## src/rtl/agu_pkg.sv

```systemverilog
package agu_pkg;
  typedef enum logic [1:0] {
    AM_PLAIN = 2'd0,
    AM_PRE   = 2'd1,
    AM_POST  = 2'd2,
    AM_RSVD  = 2'd3
  } agu_mode_e;
endpackage

```

## src/rtl/agu_scale_sum.sv

```systemverilog
module agu_scale_sum #(
  parameter int ADDR_W    = 32,
  parameter int IDX_SHIFT = 2
) (
  input  logic [ADDR_W-1:0] base,
  input  logic [ADDR_W-1:0] index,
  output logic [ADDR_W-1:0] sum
);
  logic [ADDR_W-1:0] scaled;
  always_comb begin
    scaled = index << IDX_SHIFT;
    sum    = base + scaled;
  end
endmodule

```

## src/rtl/agu_offset_merge.sv

```systemverilog
module agu_offset_merge #(
  parameter int ADDR_W = 32,
  parameter int OFF_W  = 12,
  parameter bit OR_EN  = 1'b1
) (
  input  logic [ADDR_W-1:0] sum,
  input  logic [OFF_W-1:0]  offset,
  input  logic              or_req,
  output logic [ADDR_W-1:0] ea,
  output logic              or_bad
);
  localparam int EXT_W = ADDR_W - OFF_W;

  logic [ADDR_W-1:0] off_sx;
  logic [ADDR_W-1:0] add_res;
  assign off_sx  = {{EXT_W{offset[OFF_W-1]}}, offset};
  assign add_res = sum + off_sx;

  generate
    if (OR_EN) begin : g_or
      logic aligned;
      logic or_ok;
      assign aligned = (sum[OFF_W-1:0] == '0);
      assign or_ok   = aligned && !offset[OFF_W-1];
      always_comb begin
        if (or_req && or_ok) ea = {sum[ADDR_W-1:OFF_W], sum[OFF_W-1:0] | offset};
        else                 ea = add_res;
        or_bad = or_req && !or_ok;
      end
    end else begin : g_add
      always_comb begin
        ea     = add_res;
        or_bad = or_req;
      end
    end
  endgenerate
endmodule

```

## src/rtl/agu_wb_policy.sv

```systemverilog
module agu_wb_policy
  import agu_pkg::*;
#(
  parameter bit RESTRICT_WB = 1'b1
) (
  input  logic [1:0] mode,
  input  logic       is_load,
  output logic       use_base,
  output logic       wb_req,
  output logic       mode_bad
);
  agu_mode_e m;
  logic      wants_wb;
  logic      blocked;
  always_comb begin
    m        = agu_mode_e'(mode);
    wants_wb = (m == AM_PRE) || (m == AM_POST);
    blocked  = RESTRICT_WB && is_load && wants_wb;
    use_base = (m == AM_POST);
    wb_req   = wants_wb && !blocked;
    mode_bad = blocked || (m == AM_RSVD);
  end
endmodule

```

## src/rtl/agu_wb.sv

```systemverilog
module agu_wb #(
  parameter int ADDR_W      = 32,
  parameter int IDX_SHIFT   = 2,
  parameter int OFF_W       = 12,
  parameter int TAG_W       = 5,
  parameter bit OR_EN       = 1'b1,
  parameter bit RESTRICT_WB = 1'b1
) (
  input  logic              clk,
  input  logic              rst,
  input  logic              in_valid,
  input  logic [ADDR_W-1:0] in_base,
  input  logic [ADDR_W-1:0] in_index,
  input  logic [OFF_W-1:0]  in_offset,
  input  logic [1:0]        in_mode,
  input  logic              in_or_comb,
  input  logic              in_is_load,
  input  logic [TAG_W-1:0]  in_wb_tag,
  output logic              out_valid,
  output logic [ADDR_W-1:0] mem_addr,
  output logic              wb_valid,
  output logic [TAG_W-1:0]  wb_tag,
  output logic [ADDR_W-1:0] wb_data,
  output logic              illegal
);
  logic [ADDR_W-1:0] sum;
  logic [ADDR_W-1:0] ea;
  logic              or_bad;
  logic              use_base;
  logic              wb_req;
  logic              mode_bad;

  agu_scale_sum #(.ADDR_W(ADDR_W), .IDX_SHIFT(IDX_SHIFT)) u_sum (
    .base(in_base), .index(in_index), .sum(sum)
  );

  agu_offset_merge #(.ADDR_W(ADDR_W), .OFF_W(OFF_W), .OR_EN(OR_EN)) u_merge (
    .sum(sum), .offset(in_offset), .or_req(in_or_comb), .ea(ea), .or_bad(or_bad)
  );

  agu_wb_policy #(.RESTRICT_WB(RESTRICT_WB)) u_pol (
    .mode(in_mode), .is_load(in_is_load),
    .use_base(use_base), .wb_req(wb_req), .mode_bad(mode_bad)
  );

  always_ff @(posedge clk) begin
    if (rst) begin
      out_valid <= 1'b0;
      mem_addr  <= '0;
      wb_valid  <= 1'b0;
      wb_tag    <= '0;
      wb_data   <= '0;
      illegal   <= 1'b0;
    end else begin
      out_valid <= in_valid;
      wb_valid  <= in_valid && wb_req;
      illegal   <= in_valid && (or_bad || mode_bad);
      if (in_valid) begin
        mem_addr <= use_base ? in_base : ea;
        wb_data  <= ea;
        wb_tag   <= in_wb_tag;
      end
    end
  end
endmodule

```

## config.mk

```make
export PLATFORM = sky130hd
export DESIGN_NAME = agu_wb
export DESIGN_NICKNAME = d
export VERILOG_FILES = /design/src/rtl/agu_pkg.sv /design/src/rtl/agu_scale_sum.sv /design/src/rtl/agu_offset_merge.sv /design/src/rtl/agu_wb_policy.sv /design/src/rtl/agu_wb.sv
export SDC_FILE = /design/constraint.sdc
export NUM_CORES = 1
export LEC_CHECK = 0
export BUFFER_PORTS_ARGS = -buffer_cell sky130_fd_sc_hd__buf_2
export CAP_MARGIN = 10
export CORE_MARGIN = 2
export CORE_UTILIZATION = 50
export DETAILED_ROUTE_END_ITERATION = 6
export GPL_TIMING_DRIVEN = 0
export PLACE_DENSITY = 0.75
export SYNTH_ARGS = -nofsm -noshare
export SYNTH_HDL_FRONTEND = slang
export SYNTH_SLANG_ARGS = --single-unit
```

## constraint.sdc

```tcl
create_clock -name clk -period 6.6 [get_ports clk]
set_clock_uncertainty 0.2 [all_clocks]
set_input_delay 1.32 -clock clk [delete_from_list [all_inputs] [get_ports clk]]
set_output_delay 1.32 -clock clk [all_outputs]
set_load 0.02 [all_outputs]
```

==> results of run 1 <==
-- worst register-to-register path, stage by stage, from the launching register on --
cell and delay, ns:
dfxtp_1 0.35, o22ai_1 0.09, a311oi_1 0.27
-- routing by layer --
metal | routed length [µm] | global-route usage (%) | up-vias
met3 | 1370 | 4.47 | 49
met1 | 10500 | 42.6 | 3364
met5 | 0 | 0 | -
met4 | 748 | 10.5 | 0
li1 | - | - | 3453
met2 | 10800 | 53.0 | 287
-- cell type report --
| type | count | area (µm²) |
|---|---|---|
| Timing Repair Buffer | 155 | 776 |
| Clock inverter | 7 | 80.1 |
| Fill cell | 1265 | 5150 |
| Buffer | 34 | 153 |
| Sequential cell | 72 | 1440 |
| Multi-Input combinational cell | 700 | 4920 |
| Tap cell | 176 | 220 |
| Clock buffer | 9 | 225 |
| Inverter | 46 | 173 |
-- state kept, by name, summed over array words and instances (netlist names) --
register   count
illegal        1
wb_tag         5
wb_valid       1
out_valid      1
wb_data       32
mem_addr      32
-- Yosys cell counts (5+ instances only) --
master and instances:
a311oi_1 12, nand2_1 80, nor3_1 15, nor2b_1 7, nor2_1 81, nand2b_1 8
a31oi_1 8, ha_1 78, o21bai_1 15, nand4_1 9, nand3_1 12, o211ai_1 8
and4_1 5, inv_1 43, clkbuf_1 25, o21ai_0 42, or3_1 6, o21a_1 11
xnor2_1 30, a21o_1 31, o21ai_1 8, dfxtp_1 72, a211oi_1 29, xor2_1 21
and3_1 6, a21oi_1 72, o31ai_1 8, mux2i_1 27
-- where the power goes --
part	internal [mW]	leakage (nW)	switching (mW)
clock	0.297	0.148	0.210
sequential	0.503	0.597	0.0425
combinational	0.428	3.15	0.711
total	1.23	3.89	0.964
-- cells by family after synthesis --
family	after synthesis	synth area share (%)
buffers and inverters	80	4.86
AND/OR/NAND/NOR	252	18.1
adder cells (fa/ha/maj)	80	15.2
flip-flops	72	21.5
XOR/XNOR	51	6.68
AO/OA/AOI/OAI	286	28.9
multiplexers	31	4.71
-- worst max-delay path by stage --
stage	depth (start not counted)	endpoint	startpoint
4_1_cts	21	mem_addr[31]$_SDFFE_PP0P_	in_base[3]
3_3_place_gp	21	mem_addr[31]$_SDFFE_PP0P_	in_base[3]
3_5_place_dp	21	mem_addr[31]$_SDFFE_PP0P_	in_base[3]
6_report	21	mem_addr[31]$_SDFFE_PP0P_	in_base[3]
5_1_grt	21	mem_addr[31]$_SDFFE_PP0P_	in_base[3]
2_1_floorplan	20	mem_addr[31]$_SDFFE_PP0P_	in_base[3]
==> results.sh, run 1 <==
export IMPL_drv_slew=0
export IMPL_power_mw=2.19
export IMPL_rsz0062_at_grt="false"
export IMPL_h_tree_depth=3
export IMPL_grt_pass1_wl_mm=35.6
export IMPL_initial_core_util_pct=50.9
export IMPL_crit_type="in2reg"
export IMPL_hp_class="reg2reg"
export IMPL_cts_tree="built"
export IMPL_r2r_cells=2
export IMPL_yosys_top_cells_area="dfxtp_1 (22%), ha_1 (15%), a21oi_1 (5.4%)"
export IMPL_num_rows=42
export IMPL_end_kind="register"
export IMPL_coreArea_um2=13100
export IMPL_p_per_area_nw_per_um2=274
export IMPL_path_cells="buf_2 > ha_1 > a211oi_1 > nor4_1 > or2_1 > or2_2 > a31oi_1 > o21bai_1 > a21oi_1 > xnor2_1 > ha_1 > nand2_1 > o21bai_1 > a21o_1 > nor4bb_1 > nor2_1 > a21o_1 > o31ai_1 > mux2_2 > mux2_2 > a21oi_1"
export IMPL_synth_seq_cells=72
export IMPL_hold_path_startpoint="mem_addr[29]$_SDFFE_PP0P_"
export IMPL_crit_family="compound AO/OA/AOI/OAI gates"
export IMPL_gp_congestion=0.941
export IMPL_synthArstFlopShare_pct=0
export IMPL_p_leak_nw=3.89
export IMPL_placed_area_um2=7680
export IMPL_grt_pass1_vias=6581
export IMPL_cts_hold_buffers=0
export IMPL_synthFlopType="dfxtp_1"
export IMPL_final_area_um2=7990
export IMPL_routed_wl_mm=23.4
export IMPL_root_buffer="clkbuf_16"
export IMPL_final_cell_mix="buf_2 (157), nor2_1 (81), nand2_1 (80), ha_1 (78)"
export IMPL_crit_slowest_cell="ha_1"
export IMPL_dp_hpwl_mm=18.9
export IMPL_die_x_um=120
export IMPL_finalCritPeriodShare_pct=95.3
export IMPL_final_cells=1199
export IMPL_grt_usage_pct=31.9
export IMPL_clock_latency_ns=0.33
export IMPL_place_inst=1183
export IMPL_syn_inst=852
export IMPL_syn_avg_cell_area_um2=7.85
export IMPL_numCtsBuffers=9
export IMPL_finalSetupTns_ns=0
export IMPL_synth_warnings=0
export IMPL_relSlewSlack_pct=39.8
export IMPL_synth_top_area_share_pct=21.5
export IMPL_rrSetupSlack_ns=5.59
export IMPL_path_clk_slew_ns=0.06
export IMPL_drv_cap=0
export IMPL_tightest_slew_ns=0.903
export IMPL_drive_above_1_share_pct=19.3
export IMPL_gr_total_overflow=0
export IMPL_nets=1186
export IMPL_timing_rr_end="mem_addr[27]$_SDFFE_PP0P_"
export IMPL_cts_resized=0
export IMPL_post_route_util_pct=60.8
export IMPL_cts_buffer_depth=2
export IMPL_required_ns=6.67
export IMPL_antenna_found_initial=0
export IMPL_fin_ws_ns=0.310
export IMPL_whs_ns=0.247
export IMPL_avgViaCountPerCell=5.97
export IMPL_cts_setup_buffers=0
export IMPL_startpoint_type="primary input"
export IMPL_via_count=7153
export IMPL_finalHoldViolCount=0
export IMPL_critPathMaxFanout=6
export IMPL_whs_path_depth=2
export IMPL_synth_distinct_cells=67
export IMPL_synthesis_nets=1020
export IMPL_synth_edf_count=0
export IMPL_seq_area_frac_synth_pct=21.5
export IMPL_port_buffers=155
export IMPL_status="finished, final reports clean"
export IMPL_drt_iter0_markers=617
export IMPL_dp_slack_ns=0.0224
export IMPL_cp_arrival_ns=6.36
export IMPL_setup_viol=0
export IMPL_grt_max_degree=26
export IMPL_postRouteAntennaNets=0
export IMPL_area_growth_pct=19.5
export IMPL_io_pins=160
export IMPL_crit_buf_inv=1
export IMPL_cts_sinks=72
export IMPL_drc=0
export IMPL_synth_largest_area_cell="dfxtp_1"
export IMPL_ir_worst_vdd_mv=0.158
export IMPL_fp_dieH_um=120
export IMPL_period_minus_slack_ns=6.29
export IMPL_min_to="mem_addr[29]$_SDFFE_PP0P_"
export IMPL_dieArea_um2=14300
export IMPL_synth_area_um2=6690
export IMPL_firstDrtPassIters=5
export IMPL_final_common_cell="buf_2"
export IMPL_wl_per_cell_um=19.5
export IMPL_num_antenna_cells=0
export IMPL_reg2reg_from="mem_addr[27]$_SDFFE_PP0P_"
export IMPL_critical_path_max_stage_delay_ns=0.42
export IMPL_fmax_mhz=159
Power figures use the tool's default switching activity.
==> run 2, diff against run 1 <==
--- a/config.mk
+++ b/config.mk
@@ -11,7 +11,7 @@
 export CORE_UTILIZATION = 50
 export DETAILED_ROUTE_END_ITERATION = 6
 export GPL_TIMING_DRIVEN = 0
-export PLACE_DENSITY = 0.75
+export PLACE_DENSITY = 0.8
 export SYNTH_ARGS = -nofsm -noshare
 export SYNTH_HDL_FRONTEND = slang
 export SYNTH_SLANG_ARGS = --single-unit
==> run 2 against run 1 <==
  * Clock power rose by 4.7%
  * Sequential share of layout area barely moved
  * Utilization rose by 0.16 points
  * Hold slack got worse by 0.0047 ns
  * Via count rose by 2.2%
  * Cell area rose by 0.27%
  * Critical path depth did not move
  * Wire length fell by 0.22%
  * Cell count did not move
  * Non-clock buffer count did not move
  * Critical endpoint unchanged
  * Largest cell class unchanged
==> results.sh, run 2 (synthesis gave the netlist of run 1 again) <==
export IMPL_whs_path_depth=2
export IMPL_crit_slowest_cell="ha_1"
export IMPL_h_tree_depth=3
export IMPL_final_cells=1199
export IMPL_crit_family="compound AO/OA/AOI/OAI gates"
export IMPL_placed_area_um2=7680
export IMPL_root_buffer="clkbuf_16"
export IMPL_nets=1186
export IMPL_cp_arrival_ns=6.36
export IMPL_dp_hpwl_mm=18.5
export IMPL_grt_usage_pct=31.7
export IMPL_final_common_cell="buf_2"
export IMPL_required_ns=6.66
export IMPL_rsz0062_at_grt="false"
export IMPL_dieArea_um2=14300
export IMPL_num_antenna_cells=0
export IMPL_fp_dieH_um=120
export IMPL_fill_cells=1193
export IMPL_tightest_slew_ns=0.888
export IMPL_via_count=7311
export IMPL_setup_viol=0
export IMPL_postRouteAntennaNets=0
export IMPL_drv_cap=0
export IMPL_cts_setup_buffers=0
export IMPL_final_cell_mix="buf_2 (157), nor2_1 (81), nand2_1 (80), ha_1 (78)"
export IMPL_finalHoldViolCount=0
export IMPL_antenna_found_initial=0
export IMPL_critPathMaxFanout=6
export IMPL_relSlewSlack_pct=40.8
export IMPL_routed_wl_mm=23.3
export IMPL_io_pins=160
export IMPL_critical_path_max_stage_delay_ns=0.43
export IMPL_status="finished, final reports clean"
export IMPL_whs_ns=0.242
export IMPL_path_cells="buf_2 > ha_1 > a211oi_1 > nor4_1 > or2_1 > or2_2 > a31oi_1 > o21bai_1 > a21oi_1 > xnor2_1 > ha_1 > nand2_1 > o21bai_1 > a21o_1 > nor4bb_2 > nor2_1 > a21o_1 > o31ai_1 > mux2_2 > mux2_2 > a21oi_1"
export IMPL_coreArea_um2=13100
export IMPL_rrSetupSlack_ns=5.62
export IMPL_reg2reg_from="wb_data[13]$_SDFFE_PP0P_"
export IMPL_avgViaCountPerCell=6.10
export IMPL_min_to="mem_addr[29]$_SDFFE_PP0P_"
export IMPL_drt_iter0_markers=625
export IMPL_place_inst=1183
export IMPL_drc=0
export IMPL_drv_slew=0
export IMPL_num_rows=42
export IMPL_cts_buffer_depth=2
export IMPL_firstDrtPassIters=6
export IMPL_numCtsBuffers=9
export IMPL_fmax_mhz=159
export IMPL_finalCritPeriodShare_pct=95.4
export IMPL_hp_class="reg2reg"
export IMPL_p_leak_nw=3.90
export IMPL_ir_worst_vdd_mv=0.147
export IMPL_end_kind="register"
export IMPL_startpoint="in_base[3]"
export IMPL_path_clk_slew_ns=0.06
export IMPL_grt_pass1_wl_mm=35.5
export IMPL_cts_tree="built"
export IMPL_clock_latency_ns=0.34
export IMPL_wl_per_cell_um=19.5
export IMPL_crit_type="in2reg"
export IMPL_grt_pass1_vias=6718
export IMPL_crit_buf_inv=1
export IMPL_r2r_cells=2
export IMPL_largestRegisters="mem_addr (32), wb_data (32), wb_tag (5)"
export IMPL_startpoint_type="primary input"
export IMPL_drive_above_1_share_pct=19.3
export IMPL_power_mw=2.20
export IMPL_timing_rr_end="wb_data[13]$_SDFFE_PP0P_"
export IMPL_die_x_um=120
export IMPL_cts_sinks=72
export IMPL_final_area_um2=8010
export IMPL_period_minus_slack_ns=6.30
export IMPL_area_growth_pct=19.8
export IMPL_p_per_area_nw_per_um2=275
export IMPL_hold_path_startpoint="mem_addr[29]$_SDFFE_PP0P_"
export IMPL_port_buffers=155
export IMPL_initial_core_util_pct=50.9
export IMPL_grt_max_degree=26
export IMPL_gp_congestion=0.948
export IMPL_gr_total_overflow=0
run 2: cell count changes in the layout (fill, tap and decap cells not counted), sizes merged:
cell,change
inv,-1
clkinvlp,-1
clkbuf,+1
bufinv,+1
run 2: how the worst max path moves through the flow:
stage,endpoint,slack (ns),cells after the start
after floorplan,mem_addr[31]$_SDFFE_PP0P_,0.89,20
after global placement,mem_addr[31]$_SDFFE_PP0P_,-0.004,21
after detailed placement,mem_addr[31]$_SDFFE_PP0P_,-0.07,21
after CTS,mem_addr[31]$_SDFFE_PP0P_,0.26,21
after global routing,mem_addr[31]$_SDFFE_PP0P_,0.007,21
final,mem_addr[31]$_SDFFE_PP0P_,0.30,21
run 2: metal layers:
metal	routed length, µm	GRT usage, %	part of all wire, %
met2	10700	52.4	46
met4	890	14.0	3.8
met5	0	0	0
met1	9740	40.5	42
met3	2030	5.56	8.7
run 2: worst register-to-register path, cell delays in order, from the launching register on:
cell      delay, ns
dfxtp_1        0.38
nor2_1         0.06
a311oi_1       0.25
run 2: repair_timing:
| item | in CTS | in global routing |
|---|---|---|
| gates resized for setup | 0 | 1 |
| hold buffers | 0 | 0 |
| endpoints found under the setup margin | 0 | 2 |
run 2: power by group:
part           leakage [nW]  switching [mW]  internal (mW)
Combinational          3.15           0.697          0.428
Sequential            0.597          0.0454          0.503
Clock                 0.157           0.199          0.333
Total                  3.90           0.941           1.26
run 2: layout make-up:
type	instances	area, µm²	share of cell area, %
Multi-Input combinational cell	700	4930	61.5
Sequential cell	72	1440	18.0
Timing Repair Buffer	155	776	9.68
Clock buffer	10	229	2.86
Tap cell	176	220	2.75
Inverter	46	173	2.16
Buffer	34	153	1.91
Clock inverter	6	91.3	1.14
run 2: stage by stage:
stage,setup TNS [ns],setup WS (ns),utilization (%)
after CTS,0,0.262,60.9
final,0,0.304,61.0
after detailed placement,-0.0703,-0.0703,58.5
after global placement,-0.00409,-0.00409,58.5
after floorplan,0,0.888,-
after global routing,0,0.00747,61.0
